<file path="src/rtl/ctr_pkg.sv">
package ctr_pkg;

    // Action the counter register takes on the next rising edge.
    typedef enum logic [1:0] {
        OP_HOLD  = 2'd0,
        OP_COUNT = 2'd1,
        OP_LOAD  = 2'd2,
        OP_CLEAR = 2'd3
    } ctr_op_e;

endpackage

</file>
<file path="src/rtl/ctr_ctrl.sv">
module ctr_ctrl
    import ctr_pkg::*;
(
    input  logic    clr_n,
    input  logic    ld_n,
    input  logic    cnt_en,
    input  logic    chain_en,
    output ctr_op_e op
);

    // Fixed priority: clear, then load, then count, else hold.
    always_comb begin
        if (!clr_n) begin
            op = OP_CLEAR;
        end else if (!ld_n) begin
            op = OP_LOAD;
        end else if (cnt_en && chain_en) begin
            op = OP_COUNT;
        end else begin
            op = OP_HOLD;
        end
    end

endmodule

</file>
<file path="src/rtl/ctr_core.sv">
module ctr_core
    import ctr_pkg::*;
#(
    parameter int WIDTH = 4
) (
    input  logic             clk,
    input  ctr_op_e          op,
    input  logic [WIDTH-1:0] din,
    output logic [WIDTH-1:0] count,
    output logic             armed
);

    localparam logic [WIDTH-1:0] ALL_ONES = {WIDTH{1'b1}};
    localparam logic [WIDTH-1:0] ONE      = WIDTH'(1);

    typedef struct packed {
        logic [WIDTH-1:0] count;
    } core_state_t;

    core_state_t state_d, state_q;

    // Set once the first clear has been seen, so the checks ignore power-up state.
    logic armed_q = 1'b0;

    always_comb begin
        state_d = state_q;
        unique case (op)
            OP_CLEAR: state_d.count = '0;
            OP_LOAD:  state_d.count = din;
            OP_COUNT: state_d.count = state_q.count + ONE;
            default:  state_d.count = state_q.count;
        endcase
    end

    always_ff @(posedge clk) begin
        state_q <= state_d;
        armed_q <= armed_q | (op == OP_CLEAR);
    end

    assign count = state_q.count;
    assign armed = armed_q;


    clear_zero_chk: assert property (@(posedge clk) disable iff (!armed_q)
        (op == OP_CLEAR) |=> (count == '0));


    load_value_chk: assert property (@(posedge clk) disable iff (!armed_q)
        (op == OP_LOAD) |=> (count == $past(din)));


    step_one_chk: assert property (@(posedge clk) disable iff (!armed_q)
        (op == OP_COUNT && $past(armed_q)) |=> (count == WIDTH'($past(count) + ONE)));


    hold_still_chk: assert property (@(posedge clk) disable iff (!armed_q)
        (op == OP_HOLD) |=> $stable(count));


    wrap_zero_chk: assert property (@(posedge clk) disable iff (!armed_q)
        (op == OP_COUNT && count == ALL_ONES) |=> (count == '0));

endmodule

</file>
<file path="src/rtl/ctr_carry.sv">
module ctr_carry #(
    parameter int WIDTH = 4
) (
    input  logic             clk,
    input  logic             armed,
    input  logic [WIDTH-1:0] count,
    input  logic             chain_en,
    output logic             carry_out
);

    localparam logic [WIDTH-1:0] ALL_ONES = {WIDTH{1'b1}};

    logic at_top;

    always_comb begin
        at_top    = (count == ALL_ONES);
        carry_out = at_top & chain_en;
    end


    carry_gate_chk: assert property (@(posedge clk) disable iff (!armed)
        carry_out |-> (chain_en && $countones(count) == WIDTH));

endmodule

</file>
<file path="src/rtl/sync_load_counter.sv">
module sync_load_counter
    import ctr_pkg::*;
#(
    parameter int WIDTH = 4
) (
    input  logic             clk,
    input  logic             clr_n,
    input  logic             ld_n,
    input  logic             cnt_en,
    input  logic             chain_en,
    input  logic [WIDTH-1:0] din,
    output logic [WIDTH-1:0] count,
    output logic             carry_out
);

    ctr_op_e op;
    logic    armed;

    ctr_ctrl u_ctrl (
        .clr_n    (clr_n),
        .ld_n     (ld_n),
        .cnt_en   (cnt_en),
        .chain_en (chain_en),
        .op       (op)
    );

    ctr_core #(.WIDTH(WIDTH)) u_core (
        .clk   (clk),
        .op    (op),
        .din   (din),
        .count (count),
        .armed (armed)
    );

    ctr_carry #(.WIDTH(WIDTH)) u_carry (
        .clk       (clk),
        .armed     (armed),
        .count     (count),
        .chain_en  (chain_en),
        .carry_out (carry_out)
    );

endmodule

</file>
<file path="config.mk">
export PLATFORM = sky130hd
export DESIGN_NAME = sync_load_counter
export DESIGN_NICKNAME = d
export VERILOG_FILES = /design/src/rtl/ctr_pkg.sv /design/src/rtl/ctr_ctrl.sv /design/src/rtl/ctr_core.sv /design/src/rtl/ctr_carry.sv /design/src/rtl/sync_load_counter.sv
export SDC_FILE = /design/constraint.sdc
export NUM_CORES = 1
export LEC_CHECK = 0
export CAP_MARGIN = 20
export CORE_AREA = 10 10 47 49
export CTS_BUF_LIST = sky130_fd_sc_hd__clkbuf_8
export CTS_CLUSTER_SIZE = 20
export DETAILED_ROUTE_END_ITERATION = 10
export DIE_AREA = 0 0 57 59
export GPL_ROUTABILITY_DRIVEN = 0
export HOLD_SLACK_MARGIN = 0.08
export PLACE_DENSITY = 0.59
export SYNTH_ARGS = -nofsm -noshare
export SYNTH_HDL_FRONTEND = slang
export SYNTH_HIERARCHICAL = 1
export SYNTH_SLANG_ARGS = --single-unit
</file>
<file path="constraint.sdc">
create_clock -name clk -period 1.5 [get_ports clk]
set_input_delay 0.45 -clock clk [delete_from_list [all_inputs] [get_ports clk]]
set_output_delay 0.45 -clock clk [all_outputs]
set_load 0.05 [all_outputs]
</file>
==> results of run 1 <==
[critical path: stages (launching register included)]
cell	delay, ns
edfxtp_1	0.44
nand3_4	0.10
nor2_4	0.13
buf_12	0.14
[final cells by class]
type	count	area, um^2	share of cell area (%)
repair buffers	20	228	35.0
clock buffers	3	41.3	6.35
inverters	3	11.3	1.73
multi-input cells	23	230	35.4
well taps	16	20.0	3.08
flip-flops and latches	4	120	18.5
[how the worst max path moves through the flow]
stage	from	end	depth (start not counted)
final	u_core/count[0]$_DFFE_PP_	carry_out	3
after floorplan	u_core/count[0]$_DFFE_PP_	carry_out	2
after detailed placement	chain_en	u_core/count[3]$_DFFE_PP_	7
after global placement	chain_en	u_core/count[3]$_DFFE_PP_	7
after CTS	chain_en	carry_out	5
after global routing	u_core/count[0]$_DFFE_PP_	carry_out	3
[through the flow]
step                hold WS, ns  utilization [%]  TNS (ns)  total power [W]
finish                    0.814             46.4         0         0.000546
global placement          0.726             38.7     -3.05         0.000302
global route              0.865             46.4  -0.00879         0.000573
floorplan                 0.689                -    -0.164         0.000212
detailed placement        0.739             38.7     -3.18         0.000304
CTS                       0.741             45.4   -0.0326         0.000544
[per-layer routing]
metal / up-vias / global-route usage, % / wire length [um]
met5: - / 0 / 0
met4: 0 / 5.03 / 35
met3: 4 / 1.93 / 50
met2: 11 / 10.4 / 502
met1: 143 / 4.89 / 305
li1: 154 / - / -
[power breakdown]
part	switching (W)	total, W	internal (W)	leakage [nW]
sequential	0.0000126	0.000148	0.000136	0.0463
clock	0.0000483	0.000219	0.000170	0.0216
combinational	0.0000837	0.000180	0.0000959	0.193
total	0.000145	0.000546	0.000402	0.261
[repair_timing]
| action | CTS | global route |
|---|---|---|
| gates resized for setup | 17 | 2 |
| hold endpoints to repair | 0 | 0 |
| pin swaps | 5 | 1 |
| buffers inserted | 0 | 2 |
| endpoints found under the setup margin | 9 | 2 |
| hold buffers | 0 | 0 |
==> results.cfg, run 1 <==
[final_layout]
layout_common_cells = 6 x buf_4, 5 x buf_12, 4 x clkdlybuf4s50_1, 4 x edfxtp_1
fill_cells = 138
drive_gt1_share_pct = 49.1
final_common_cell = buf_4
area_growth_pct = 123
final_cell_area_um2 = 651
largest_register_ffs = 4
fin_cells = 69
nets = 68
antennaDiodeCount = 0

[cts]
cts_inserted_buffers = 3
cts_tree = built
cts.path.max_buffers = 2
cts-root-buf = clkbuf_8
clock-sinks = 4
clk_pin_slew_worst_paths_ns = 0.03
htree_levels = 1
clk-insertion-delay-late_ns = 0.21

[floorplanning]
floorplan.initialDensity_pct = 20.8
num_rows = 14
ios = 14
die_w_um = 57
core_mm2 = 0.00140
design.die.area_mm2 = 0.00336
die_y_um = 59

[critical_path]
crit_required_ns = 1.05
cp_max_fo = 4
reg2reg_to = u_core/count[2]$_DFFE_PP_
crit_path_start_kind = flip-flop
r2r_slack_ns = 0.13
crit_arrival_ns = 1.02
timing.rr.start = u_core/count[0]$_DFFE_PP_
timing_worst_setup_path_type = reg -> out
cp-end-kind = output pin
ff2ff_path_depth = 4

[routing]
drc = 0
drt_iter0_markers = 5
first_pass_iters = 4
post_drt_via_cell_ratio = 4.52
drt_wl_total_um = 893
ant_nets = 0
vias = 312
wire_per_inst_um = 12.9

[sta]
worstMarginPinSlew_ns = 0.216
skew_ns = 0.000283
finalCriticalPeriod_ns = 1.47
fin_crit_sh_pct = 98.3
rsz0062_at_grt = yes
slew-limit-headroom_pct = 85.6
fin_ws_ns = 0.0260
fmax_ghz = 0.678
drv_slew = 0
setup_violations = 0
hold_viol_final = 0

[yosys]
syn-instance-count = 30
syn-num-nets = 43
synth_area_um2 = 292
syn_avg_cell_area_um2 = 9.72
yosysWarnings = 6

[grt]
grt_pass1_wl_um = 1500
grt_max_degree = 7
antenna_found_initial = 0
grt_pass1_vias = 348
grt-ovfl-total = 0
globalRouteTotalUtil_pct = 5.71

[worst_hold_path]
hold_start = u_core/count[3]$_DFFE_PP_
min_path_cells = 3
holdCritPathClass = reg -> reg
hold_end = u_core/count[3]$_DFFE_PP_

[run]
maxCapViolations = 0

[placed_design]
dpl-instance-area_um2 = 542
place_ws_ns = -0.461
dp.cells = 64
io_buffer_count = 13
dpl.hpwl_um = 696

[pwr]
leakagePower_nw = 0.261
power_density_mw_per_mm2 = 840
vdd.ir_drop.worst_mv = 0.319

[run_status]
outcome = completed
Note: power is estimated with default switching activity, not from simulation.
==> run 2, diff against run 1 <==
- PLACE_DENSITY: 0.59 -> 0.53
==> results.cfg, run 2 (same netlist as run 1, synthesis figures left out) <==
[floorplanning]
ios = 14
core_mm2 = 0.00140
design.die.area_mm2 = 0.00336
die_w_um = 57
num_rows = 14
floorplan.initialDensity_pct = 20.8
die_y_um = 59

[critical_path]
path_buf_inv = 3
crit_family = buffers and inverters
cp_max_fo = 2
crit_required_ns = 1.05
slowest_delay_ns = 0.20
path_cells = clkdlybuf4s15_2, buf_6, nand3_4, nor2_4, buf_12
cp-end-kind = output pin
crit_path_start_kind = primary input
crit_arrival_ns = 1.07
slowest_stage = clkdlybuf4s15_2
timing_worst_setup_path_type = in -> out

[cts]
cts_tree = built
clk_pin_slew_worst_paths_ns = 0.03
clk-insertion-delay-late_ns = 0.22
htree_levels = 1
clock-sinks = 4
cts-root-buf = clkbuf_8
cts_inserted_buffers = 3
cts.path.max_buffers = 2

[placed_design]
dpl.hpwl_um = 654
dp.cells = 63
dpl-instance-area_um2 = 534
io_buffer_count = 13

[grt]
globalRouteTotalUtil_pct = 5.15
grt_max_degree = 7
grt-ovfl-total = 0
grt_pass1_vias = 318
grt_busiest_layer = met2
use_met1_pct = 3.69
grt_pass1_wl_um = 1310
antenna_found_initial = 0
met2_usage_pct = 8.99
grt_use_met3_pct = 5.79

[sta]
drv_slew = 0
finalCriticalPeriod_ns = 1.52
setup_tns_ns = -0.0226
slew-limit-headroom_pct = 81.9
fin_crit_sh_pct = 102
rsz0062_at_grt = yes
worstMarginPinSlew_ns = 0.272
skew_ns = 0.00428
fmax_ghz = 0.657
hold_viol_final = 0
setup_violations = 1
fin_ws_ns = -0.0226

[pwr]
seq_power_share_pct = 28.1
switching_power_w = 0.000143
intPower_w = 0.000393
power_density_mw_per_mm2 = 862
p_clk_share_pct = 42.0
p_comb_share_pct = 29.9
swShare_pct = 26.7
vdd.ir_drop.worst_mv = 0.636
p_total_w = 0.000536
leakagePower_nw = 0.249

[run_status]
violations = negative setup slack
outcome = finished, violations left

[final_layout]
seq_area_um2 = 120
drive_gt1_share_pct = 43.1
multi_input_area_um2 = 210
fin_cells = 67
fill_cells = 155
nets = 66
layout_common_cells = 5 x buf_12, 4 x clkdlybuf4s50_1, 4 x buf_4, 4 x edfxtp_1
final_common_cell = buf_12
antennaDiodeCount = 0
largest_register_ffs = 4
area_growth_pct = 113
final_cell_area_um2 = 622

[routing]
vias = 296
post_drt_via_cell_ratio = 4.42
first_pass_iters = 2
drt_wl_total_um = 854
wire_per_inst_um = 12.7
ant_nets = 0
drt_iter0_markers = 2
drc = 0

[run]
maxCapViolations = 0

[worst_hold_path]
holdCritPathClass = reg -> reg
run 2: cell count changes in the layout (fill, tap and decap cells not counted):
cell	delta
a21boi_0	+1
clkbuf_2	-1
clkdlybuf4s15_2	+1
ha_4	-1
a22oi_1	+2
buf_4	-2
ha_2	+1
a21boi_1	-1
a22oi_2	-2
run 2: worst paths after layout:
kind                             startpoint                   endpoint  slack, ns  cells after the start
setup / recovery                   chain_en                  carry_out      -0.02                      5
setup reg to reg  u_core/count[1]$_DFFE_PP_  u_core/count[2]$_DFFE_PP_       0.14                      4
hold / removal    u_core/count[3]$_DFFE_PP_  u_core/count[3]$_DFFE_PP_       0.76                      2
hold reg to reg   u_core/count[3]$_DFFE_PP_  u_core/count[3]$_DFFE_PP_       0.76                      2
run 2: final cells by class:
cell class	instances	area share, %
Clock buffer	3	6.64
Inverter	3	1.81
Tap cell	16	3.22
Sequential cell	4	19.3
Multi-Input combinational cell	23	33.8
Timing Repair Buffer	18	35.2
run 2: metrics by stage:
stage / setup WS, ns / hold WS, ns / util (%)
detailed placement: -0.508 / 0.757 / 38.1
global route: -0.0680 / 0.794 / 44.4
finish: -0.0226 / 0.758 / 44.4
global placement: -0.482 / 0.695 / 38.1
CTS: -0.0256 / 0.785 / 43.8
floorplan: -0.0986 / 0.689 / -
run 2: layer usage:
metal	routed length (um)	part of all wire, %
met5	0	0
met4	0	0
met3	107	13
met1	312	37
met2	434	51
run 2: power groups by stage:
stage	Sequential [W]	Combinational, W	Clock [W]
after floorplan	0.000180	0.0000324	0
after global placement	0.000149	0.000150	0
after detailed placement	0.000150	0.000150	0
after CTS	0.000151	0.000159	0.000233
after global routing	0.000152	0.000169	0.000239
final	0.000151	0.000160	0.000225
run 2: worst register-to-register path, delay by kind of cell (launching register included):
family / cells / cell delay (ns)
AO/OA/AOI/OAI: 1 / 0.15
XOR/XNOR: 1 / 0.15
flip-flops: 1 / 0.50
adder cells (fa/ha/maj): 1 / 0.25
AND/OR/NAND/NOR: 1 / 0.06
run 2: repair_timing:
item / 4_1_cts / 5_1_grt
endpoints found under the setup margin: 9 / 1
endpoints found under the hold margin: 0 / 0
buffers inserted: 0 / 1
resized for setup: 15 / 0
pin swaps: 7 / 0
hold buffers: 0 / 0
